[src/rtl/dsh_pkg.sv]
package dsh_pkg;

    // control-set word positions decoded by the staging logic
    localparam int IDX_SRC = 0;
    localparam int IDX_DST = 1;
    localparam int IDX_SHD = 2;
    localparam int IDX_SUM = 6;

    typedef enum logic [1:0] {
        SEL_SRC = 2'd0,
        SEL_DST = 2'd1,
        SEL_SHD = 2'd2,
        SEL_SUM = 2'd3
    } sel_e;

    typedef enum logic [1:0] {
        ST_IDLE  = 2'd0,
        ST_FETCH = 2'd1,
        ST_APPLY = 2'd2,
        ST_HALT  = 2'd3
    } st_e;

    typedef struct packed {
        logic direct;
        logic src_buf;
        logic dst_buf;
        logic src_dbl;
        logic dst_dbl;
        logic hw_sw;
        logic ll;
        logic ll_acc;
        logic ll_safe;
        logic ll_cond;
    } mode_dec_t;

    function automatic mode_dec_t decode_mode(input logic [3:0] m);
        mode_dec_t d;
        d = '0;
        case (m)
            4'd1, 4'd3: d.src_buf = 1'b1;
            4'd2, 4'd4: d.dst_buf = 1'b1;
            4'd5:       d.src_dbl = 1'b1;
            4'd6:       begin d.src_dbl = 1'b1; d.hw_sw = 1'b1; end
            4'd7:       d.dst_dbl = 1'b1;
            4'd8:       begin d.dst_dbl = 1'b1; d.hw_sw = 1'b1; end
            4'd9:       d.ll = 1'b1;
            4'd10:      begin d.ll = 1'b1; d.ll_acc = 1'b1; end
            4'd11:      begin d.ll = 1'b1; d.ll_safe = 1'b1; end
            4'd12:      begin d.ll = 1'b1; d.ll_cond = 1'b1; end
            default:    d.direct = 1'b1;
        endcase
        return d;
    endfunction

endpackage

[src/rtl/dsh_fsm.sv]
module dsh_fsm
    import dsh_pkg::*;
#(
    parameter int DW = 32
) (
    input  logic          clk,
    input  logic          rst_n,
    input  logic          ll_mode,
    input  logic          safe_mode,
    input  logic          cond_mode,
    input  logic          done,
    input  logic          pat_hit,
    input  logic [DW-1:0] shd,
    input  logic [DW-1:0] sum,
    input  logic [DW-1:0] stg_sum,
    input  logic [DW-1:0] crc_in,
    input  logic          last,
    input  logic          err_clr,
    output logic          ll_req,
    output logic [DW-1:0] ll_ptr,
    output logic          commit,
    output logic          err
);

    st_e           state_q, state_d;
    logic [DW-1:0] ptr_q;
    logic          sum_ok;

    assign sum_ok = (crc_in == stg_sum);
    assign ll_ptr = ptr_q;

    always_ff @(posedge clk) begin
        if (!rst_n) state_q <= ST_IDLE;
        else        state_q <= state_d;
    end

    always_comb begin
        state_d = state_q;
        unique case (state_q)
            ST_IDLE:  if (ll_mode && done) state_d = ST_FETCH;
            ST_FETCH: if (last) state_d = ST_APPLY;
            ST_APPLY: state_d = (safe_mode && !sum_ok) ? ST_HALT : ST_IDLE;
            ST_HALT:  if (err_clr) state_d = ST_IDLE;
            default:  state_d = ST_IDLE;
        endcase
    end

    always_comb begin
        ll_req = 1'b0;
        commit = 1'b0;
        err    = 1'b0;
        unique case (state_q)
            ST_IDLE:  ;
            ST_FETCH: ll_req = 1'b1;
            ST_APPLY: commit = !(safe_mode && !sum_ok);
            ST_HALT:  err = 1'b1;
            default:  ;
        endcase
    end

    // next-set pointer, captured when a fetch is launched
    always_ff @(posedge clk) begin
        if (!rst_n)
            ptr_q <= '0;
        else if (state_q == ST_IDLE && ll_mode && done)
            ptr_q <= (cond_mode && pat_hit) ? sum : shd;
    end

    p_err_cause_r10: assert property (@(posedge clk) disable iff (!rst_n)
        $rose(err) |-> ($past(safe_mode) && !$past(sum_ok)));

    p_ptr_hold_r13: assert property (@(posedge clk) disable iff (!rst_n)
        (ll_req && $past(ll_req)) |-> $stable(ll_ptr));

    p_req_not_err_r7: assert property (@(posedge clk) disable iff (!rst_n)
        ll_req |-> !err);

endmodule

[src/rtl/dsh_ll_stage.sv]
module dsh_ll_stage
    import dsh_pkg::*;
#(
    parameter int DW        = 32,
    parameter int SET_WORDS = 8,
    parameter int ACC_WORDS = 6
) (
    input  logic          clk,
    input  logic          rst_n,
    input  logic          fetching,
    input  logic          acc_mode,
    input  logic          ll_valid,
    input  logic [DW-1:0] ll_word,
    output logic          last,
    output logic [DW-1:0] stg_src,
    output logic [DW-1:0] stg_dst,
    output logic [DW-1:0] stg_shd,
    output logic [DW-1:0] stg_sum
);

    localparam int CNT_W = (SET_WORDS > 1) ? $clog2(SET_WORDS) : 1;

    logic [CNT_W-1:0] cnt_q;
    logic [CNT_W-1:0] lim_m1;
    logic             take;

    assign lim_m1 = acc_mode ? CNT_W'(ACC_WORDS - 1) : CNT_W'(SET_WORDS - 1);
    assign take   = fetching && ll_valid;
    assign last   = take && (cnt_q == lim_m1);

    always_ff @(posedge clk) begin
        if (!rst_n || !fetching) cnt_q <= '0;
        else if (ll_valid)       cnt_q <= cnt_q + 1'b1;
    end

    always_ff @(posedge clk) begin
        if (!rst_n) begin
            stg_src <= '0;
            stg_dst <= '0;
            stg_shd <= '0;
            stg_sum <= '0;
        end else if (take) begin
            if (cnt_q == CNT_W'(IDX_SRC)) stg_src <= ll_word;
            if (cnt_q == CNT_W'(IDX_DST)) stg_dst <= ll_word;
            if (cnt_q == CNT_W'(IDX_SHD)) stg_shd <= ll_word;
            if (cnt_q == CNT_W'(IDX_SUM)) stg_sum <= ll_word;
        end
    end

    p_last_ends_fetch_r7: assert property (@(posedge clk) disable iff (!rst_n)
        last |=> !fetching);

endmodule

[src/rtl/dsh_addr_regs.sv]
module dsh_addr_regs
    import dsh_pkg::*;
#(
    parameter int DW = 32
) (
    input  logic          clk,
    input  logic          rst_n,
    input  logic          direct,
    input  logic          src_buf,
    input  logic          dst_buf,
    input  logic          src_dbl,
    input  logic          dst_dbl,
    input  logic          hw_sw,
    input  logic          keep_sum,
    input  logic          wr_en,
    input  logic [1:0]    wr_sel,
    input  logic [DW-1:0] wr_data,
    input  logic          start,
    input  logic          done,
    input  logic          sw,
    input  logic          commit,
    input  logic [DW-1:0] stg_src,
    input  logic [DW-1:0] stg_dst,
    input  logic [DW-1:0] stg_shd,
    input  logic [DW-1:0] stg_sum,
    output logic [DW-1:0] src_q,
    output logic [DW-1:0] dst_q,
    output logic [DW-1:0] shd_q,
    output logic [DW-1:0] sum_q,
    output logic          pend_q
);

    logic [DW-1:0] n_src, n_dst, n_shd, n_sum;
    logic          n_pend;
    logic          swap;

    assign swap = sw || (hw_sw && done);

    always_comb begin
        n_src  = src_q;
        n_dst  = dst_q;
        n_shd  = shd_q;
        n_sum  = sum_q;
        n_pend = pend_q;
        // buffered transfer at transaction start
        if (start && pend_q) begin
            if (src_buf)      n_src = shd_q;
            else if (dst_buf) n_dst = shd_q;
            n_pend = 1'b0;
        end
        // double-buffer exchange, one per cycle at most
        if (swap) begin
            if (src_dbl) begin
                n_src = shd_q;
                n_shd = src_q;
            end else if (dst_dbl) begin
                n_dst = shd_q;
                n_shd = dst_q;
            end
        end
        if (wr_en) begin
            case (wr_sel)
                SEL_SRC: if (src_buf) begin n_shd = wr_data; n_pend = 1'b1; end
                         else n_src = wr_data;
                SEL_DST: if (dst_buf) begin n_shd = wr_data; n_pend = 1'b1; end
                         else n_dst = wr_data;
                SEL_SHD: n_shd = wr_data;
                default: n_sum = wr_data;
            endcase
        end
        // linked-list commit overrides everything else
        if (commit) begin
            n_src = stg_src;
            n_dst = stg_dst;
            n_shd = stg_shd;
            if (!keep_sum) n_sum = stg_sum;
        end
    end

    always_ff @(posedge clk) begin
        if (!rst_n) begin
            src_q  <= '0;
            dst_q  <= '0;
            shd_q  <= '0;
            sum_q  <= '0;
            pend_q <= 1'b0;
        end else begin
            src_q  <= n_src;
            dst_q  <= n_dst;
            shd_q  <= n_shd;
            sum_q  <= n_sum;
            pend_q <= n_pend;
        end
    end

    p_direct_write_r1: assert property (@(posedge clk) disable iff (!rst_n)
        (direct && wr_en && wr_sel == SEL_SRC && !commit) |=> src_q == $past(wr_data));

    p_buf_load_r2: assert property (@(posedge clk) disable iff (!rst_n)
        (src_buf && pend_q && start && !wr_en && !commit) |=> src_q == $past(shd_q));

    p_pend_clear_r4: assert property (@(posedge clk) disable iff (!rst_n)
        $fell(pend_q) |-> $past(start));

    p_single_swap_r6: assert property (@(posedge clk) disable iff (!rst_n)
        (src_dbl && sw && !wr_en && !commit) |=> (src_q == $past(shd_q) && shd_q == $past(src_q)));

endmodule

[src/rtl/dma_shadow_ctl.sv]
module dma_shadow_ctl
    import dsh_pkg::*;
#(
    parameter int DW        = 32,
    parameter int SET_WORDS = 8,
    parameter int ACC_WORDS = 6
) (
    input  logic          clk,
    input  logic          rst_n,
    input  logic [3:0]    mode,
    input  logic          wr_en,
    input  logic [1:0]    wr_sel,
    input  logic [DW-1:0] wr_data,
    input  logic          xfer_start,
    input  logic          xfer_done,
    input  logic          sw_switch,
    input  logic          pat_hit,
    input  logic [DW-1:0] crc_in,
    input  logic          ll_valid,
    input  logic [DW-1:0] ll_word,
    input  logic          err_clr,
    output logic [DW-1:0] src_addr,
    output logic [DW-1:0] dst_addr,
    output logic [DW-1:0] shd_addr,
    output logic [DW-1:0] sum_reg,
    output logic          ll_req,
    output logic [DW-1:0] ll_ptr,
    output logic          pend,
    output logic          err
);

    mode_dec_t     dec;
    logic          last, commit;
    logic [DW-1:0] stg_src, stg_dst, stg_shd, stg_sum;

    assign dec = decode_mode(mode);

    dsh_fsm #(.DW(DW)) u_fsm (
        .clk       (clk),
        .rst_n     (rst_n),
        .ll_mode   (dec.ll),
        .safe_mode (dec.ll_safe),
        .cond_mode (dec.ll_cond),
        .done      (xfer_done),
        .pat_hit   (pat_hit),
        .shd       (shd_addr),
        .sum       (sum_reg),
        .stg_sum   (stg_sum),
        .crc_in    (crc_in),
        .last      (last),
        .err_clr   (err_clr),
        .ll_req    (ll_req),
        .ll_ptr    (ll_ptr),
        .commit    (commit),
        .err       (err)
    );

    dsh_ll_stage #(.DW(DW), .SET_WORDS(SET_WORDS), .ACC_WORDS(ACC_WORDS)) u_stage (
        .clk      (clk),
        .rst_n    (rst_n),
        .fetching (ll_req),
        .acc_mode (dec.ll_acc),
        .ll_valid (ll_valid),
        .ll_word  (ll_word),
        .last     (last),
        .stg_src  (stg_src),
        .stg_dst  (stg_dst),
        .stg_shd  (stg_shd),
        .stg_sum  (stg_sum)
    );

    dsh_addr_regs #(.DW(DW)) u_regs (
        .clk      (clk),
        .rst_n    (rst_n),
        .direct   (dec.direct),
        .src_buf  (dec.src_buf),
        .dst_buf  (dec.dst_buf),
        .src_dbl  (dec.src_dbl),
        .dst_dbl  (dec.dst_dbl),
        .hw_sw    (dec.hw_sw),
        .keep_sum (dec.ll_acc),
        .wr_en    (wr_en),
        .wr_sel   (wr_sel),
        .wr_data  (wr_data),
        .start    (xfer_start),
        .done     (xfer_done),
        .sw       (sw_switch),
        .commit   (commit),
        .stg_src  (stg_src),
        .stg_dst  (stg_dst),
        .stg_shd  (stg_shd),
        .stg_sum  (stg_sum),
        .src_q    (src_addr),
        .dst_q    (dst_addr),
        .shd_q    (shd_addr),
        .sum_q    (sum_reg),
        .pend_q   (pend)
    );

endmodule

[config.mk]
export PLATFORM = sky130hd
export DESIGN_NAME = dma_shadow_ctl
export DESIGN_NICKNAME = d
export VERILOG_FILES = /design/src/rtl/dsh_pkg.sv /design/src/rtl/dsh_fsm.sv /design/src/rtl/dsh_ll_stage.sv /design/src/rtl/dsh_addr_regs.sv /design/src/rtl/dma_shadow_ctl.sv
export SDC_FILE = /design/constraint.sdc
export NUM_CORES = 1
export LEC_CHECK = 0
export BUFFER_PORTS_ARGS = -buffer_cell sky130_fd_sc_hd__buf_2
export CAP_MARGIN = 20
export CORE_MARGIN = 1
export CORE_UTILIZATION = 45
export CTS_BUF_LIST = sky130_fd_sc_hd__clkbuf_8
export DETAILED_ROUTE_END_ITERATION = 7
export PLACE_DENSITY_LB_ADDON = 0.08
export RECOVER_POWER = 50
export SETUP_SLACK_MARGIN = 0.1
export SYNTH_ARGS = -nofsm -noshare
export SYNTH_HDL_FRONTEND = slang
export SYNTH_SLANG_ARGS = --single-unit
[constraint.sdc]
create_clock -name clk -period 2.25 [get_ports clk]
set_clock_uncertainty 0.1 [all_clocks]
set_input_delay 0.3375 -clock clk [delete_from_list [all_inputs] [get_ports clk]]
set_output_delay 0.3375 -clock clk [all_outputs]
set_load 0.05 [all_outputs]
==> run summary <==
Last weighted congestion value of the routability-driven placer: 0.8570
Count of buffering cells on the critical path with inverters included: 5
Fraction of synthesis flops using an asynchronous set or reset pin: 0
Most common flop cell mapped by yosys: sky130_fd_sc_hd__dfxtp_1
Origin of the worst min-delay path: ll_valid
Largest cells by area after synthesis: sky130_fd_sc_hd__dfxtp_1, sky130_fd_sc_hd__mux2i_1, sky130_fd_sc_hd__nand2_1, sky130_fd_sc_hd__a21boi_0, sky130_fd_sc_hd__o21ai_0
Synthesis-to-layout area growth: 28.54%
Top-area cell type share of the netlist area: 0.4087
Number of max-cap violations: 0
Clock slew at the register clock pins of the worst setup and hold paths: 0.07 ns
Number of warning messages in the yosys log: 0
Final Cycle Share: 0.9730
Slowest library cell on the worst path: sky130_fd_sc_hd__a311oi_4
TritonCTS clock tree: done
Number of clock sinks: 294
Required time worst endpoint: 2.62 ns
Startpoint types: flip-flop
Crit-path leading delay family: buffers and inverters
HPWL Detailed: 34840 um
Routed vias: 13896
Number of buffers on the longest clock path: 3
Clock latency of the later-clocked register in the worst-skew pair: 0.58 ns
Final number of hold-violating endpoints: 0
Endpoint, Worst Hold: u_stage.cnt_q[0]
GRT Overall Usage: 0.3096
Cell area after synthesis: 14400 um2
1st-pass router iterations: 8
Power per unit of standard cell area: 699.6 nW/um2
Via-to-Cell Ratio: 5.871
Total stage count of the critical path: 11
Routed length per instance: 22.12 um
Avg Inst Size Synth: 8.831 um2
Number of setup violations in the final report: 0
Synthesis-stage register bit count: 294
Finished Layout Cells: 2367
Commonest non-fill, non-tap cells in the layout: sky130_fd_sc_hd__nand2_1, sky130_fd_sc_hd__dfxtp_1, sky130_fd_sc_hd__mux2i_1, sky130_fd_sc_hd__clkbuf_1, sky130_fd_sc_hd__o21ai_0
EDFF count, synth: 0
Critical path cell sequence: xnor2_1 > buf_4 > nand4_1 > nor4_2 > buf_4 > a311oi_4 > nor3_4 > buf_6 > buf_6 > buf_16 > a31o_2
Shortest period the worst path allows: 2.189 ns
Number of buffers added by the clock tree synthesis step: 51
Worst slew pin tran: 0.6442 ns
Number of global-route vias before repair: 13159
Placed inst area: 16780 um2
Nature of the critical path endpoint: flip-flop
Worst hold slack: 0.02804 ns
Max VDD drop: 504.1 uV
Category of the critical setup timing path: reg -> reg
Final wirelength: 52350 um
Result of the run: finished, final reports clean
DRC viols: 0
Worst reg2reg setup slack: 0.06 ns
Worst hold path depth: 3
Buffers on Ports: 273
Net count of the mapped netlist: 1746
Die H: 180.9 um
Leakage power of the design: 7.499 nW
Global-route wire length before repair: 78090 um
Remaining max-slew budget at the tightest pin: 0.5724
Layout fillers: 2914
Initial core utilization: 0.4564
Arrival time reported for the critical path endpoint: 2.55 ns
Number of H-tree levels: 2
Area of all placed cells without fillers: 18510 um2
Capturing point of the worst reg2reg path: u_regs.src_q[12]
Slew Limit Fails: 0
Core region area: 31560 um2
Fmax: 456.8 MHz
Number of placement rows: 65
Full die area: 32720 um2
Maximum fanout along the worst path: 12
Most common cell after layout, fill and taps aside: sky130_fd_sc_hd__nand2_1
Clock tree root driver cell: sky130_fd_sc_hd__clkbuf_8
Reg2Reg Launch Point: u_stage.stg_sum[15]
Antenna violations before repair: 1
Yosys cell types: 49
GRT overflow: 0
Length in cells of the worst reg-to-reg path: 11
I/O pin count: 274
RSZ-0062 raised after global routing: yes
Slowest cell delay on critical path: 0.36 ns
Largest net degree at the start of global routing: 62
Type of the tightest min-delay check: in -> reg
Post-synth top area cell: sky130_fd_sc_hd__dfxtp_1
Horizontal die dimension: 180.9 um
Violation count after the first detailed-route iteration: 1053
Count of mapped cells out of synthesis: 1631
Layout cell share with drive strength beyond 1: 0.2118
Nets: 2041
Post-DRT Antenna Nets: 0
Post-synthesis sequential area ratio: 0.4087
Placed cell count: 2236
-- logic make-up after synthesis --
family	share of synthesized area
compound gates	0.2579
fa+ha+maj	0.003475
buf+inv	0.04960
mux	0.1119
flops	0.4087
xor+xnor	0.02250
simple gates	0.1459
-- Yosys cell counts, types with 2 or more instances --
master,instances
sky130_fd_sc_hd__inv_1,5
sky130_fd_sc_hd__ha_1,4
sky130_fd_sc_hd__nand4_1,10
sky130_fd_sc_hd__buf_6,6
sky130_fd_sc_hd__o211a_1,32
sky130_fd_sc_hd__mux2i_1,161
sky130_fd_sc_hd__nand2b_1,3
sky130_fd_sc_hd__nor3b_1,3
sky130_fd_sc_hd__o21ai_0,132
sky130_fd_sc_hd__xor2_1,2
sky130_fd_sc_hd__o21a_1,2
sky130_fd_sc_hd__nor2_1,13
sky130_fd_sc_hd__nand3_1,2
sky130_fd_sc_hd__and2_1,4
sky130_fd_sc_hd__and3b_1,32
sky130_fd_sc_hd__a22oi_1,33
sky130_fd_sc_hd__dfxtp_1,294
sky130_fd_sc_hd__xnor2_1,35
sky130_fd_sc_hd__a221oi_1,64
sky130_fd_sc_hd__nor3_1,33
sky130_fd_sc_hd__buf_1,2
sky130_fd_sc_hd__nor2b_1,3
sky130_fd_sc_hd__a21boi_0,114
sky130_fd_sc_hd__a31o_2,63
sky130_fd_sc_hd__a31o_1,33
sky130_fd_sc_hd__buf_4,5
sky130_fd_sc_hd__buf_2,30
sky130_fd_sc_hd__a21boi_1,15
sky130_fd_sc_hd__nand2_1,363
sky130_fd_sc_hd__clkbuf_1,114
-- sequential cells by signal (all words and copies together) (netlist names) --
name / flops
u_regs.pend_q: 1
u_fsm.state_q: 2
u_regs.dst_q: 32
u_regs.shd_q: 32
u_stage.cnt_q: 3
u_regs.sum_q: 32
u_stage.stg_sum: 32
u_stage.stg_dst: 32
u_stage.stg_shd: 32
u_regs.src_q: 32
u_stage.stg_src: 32
u_fsm.ll_ptr: 32
-- power by group --
part | switching (mW) | total, mW | internal [mW]
clock network | 2.22 | 5.03 | 2.81
registers | 0.207 | 5.62 | 5.41
logic | 1.55 | 2.31 | 0.755
total | 3.97 | 13.0 | 8.98
-- worst max-delay path by stage --
stage / from / endpoint
3_3_place_gp: crc_in[2] / u_regs.shd_q[28]
3_5_place_dp: crc_in[23] / u_regs.shd_q[15]
4_1_cts: u_stage.stg_sum[8] / u_regs.shd_q[2]
6_report: u_stage.stg_sum[15] / u_regs.src_q[12]
5_1_grt: u_stage.stg_sum[5] / u_regs.shd_q[6]
2_1_floorplan: mode[0] / u_regs.dst_q[10]
-- tightest hold or removal path, stage by stage --
cell                      delay, ns
sky130_fd_sc_hd__buf_2         0.16
sky130_fd_sc_hd__xnor2_1       0.08
sky130_fd_sc_hd__nor2_1        0.08
-- routing by layer --
layer	track usage	vias to the layer above	routed length [um]
met1	0.4017	6739	22760
li1	-	6476	-
met5	0	-	0
met3	0.05201	108	3482
met4	0.1108	0	1471
met2	0.5166	573	24630
-- stage by stage --
stage	total power, mW	util	TNS [ns]	worst slack [ns]
finish	12.95	0.5867	0	0.06074
global route	13.41	0.5866	-0.04711	-0.01016
CTS	13.01	0.5839	0	0.07316
detailed placement	7.942	0.5318	-6.254	-0.1195
global placement	7.921	0.5318	-7.323	-0.1015
floorplan	7.125	-	0	0.1120
-- layout make-up --
cell class,instances,area (um2),share of cell area
well taps,402,503.0,0.02717
inverters,5,18.77,0.001014
clock inverters,19,75.07,0.004055
flip-flops and latches,294,5906,0.3190
repair buffers,400,2761,0.1492
multi-input cells,1174,8255,0.4459
clock buffers,72,991.0,0.05353
diodes,1,2.502,0.0001352
-- repair_timing --
item | 4_1_cts | 5_1_grt
hold buffers | 32 | 0
gates cloned | 3 | 2
setup buffers | 2 | 0
gates resized for setup | 37 | 41
endpoints found under the hold margin | 128 | 0
pin swaps | 15 | 6
endpoints found under the setup margin | 111 | 125
Note: power is estimated with default switching activity, not from simulation.
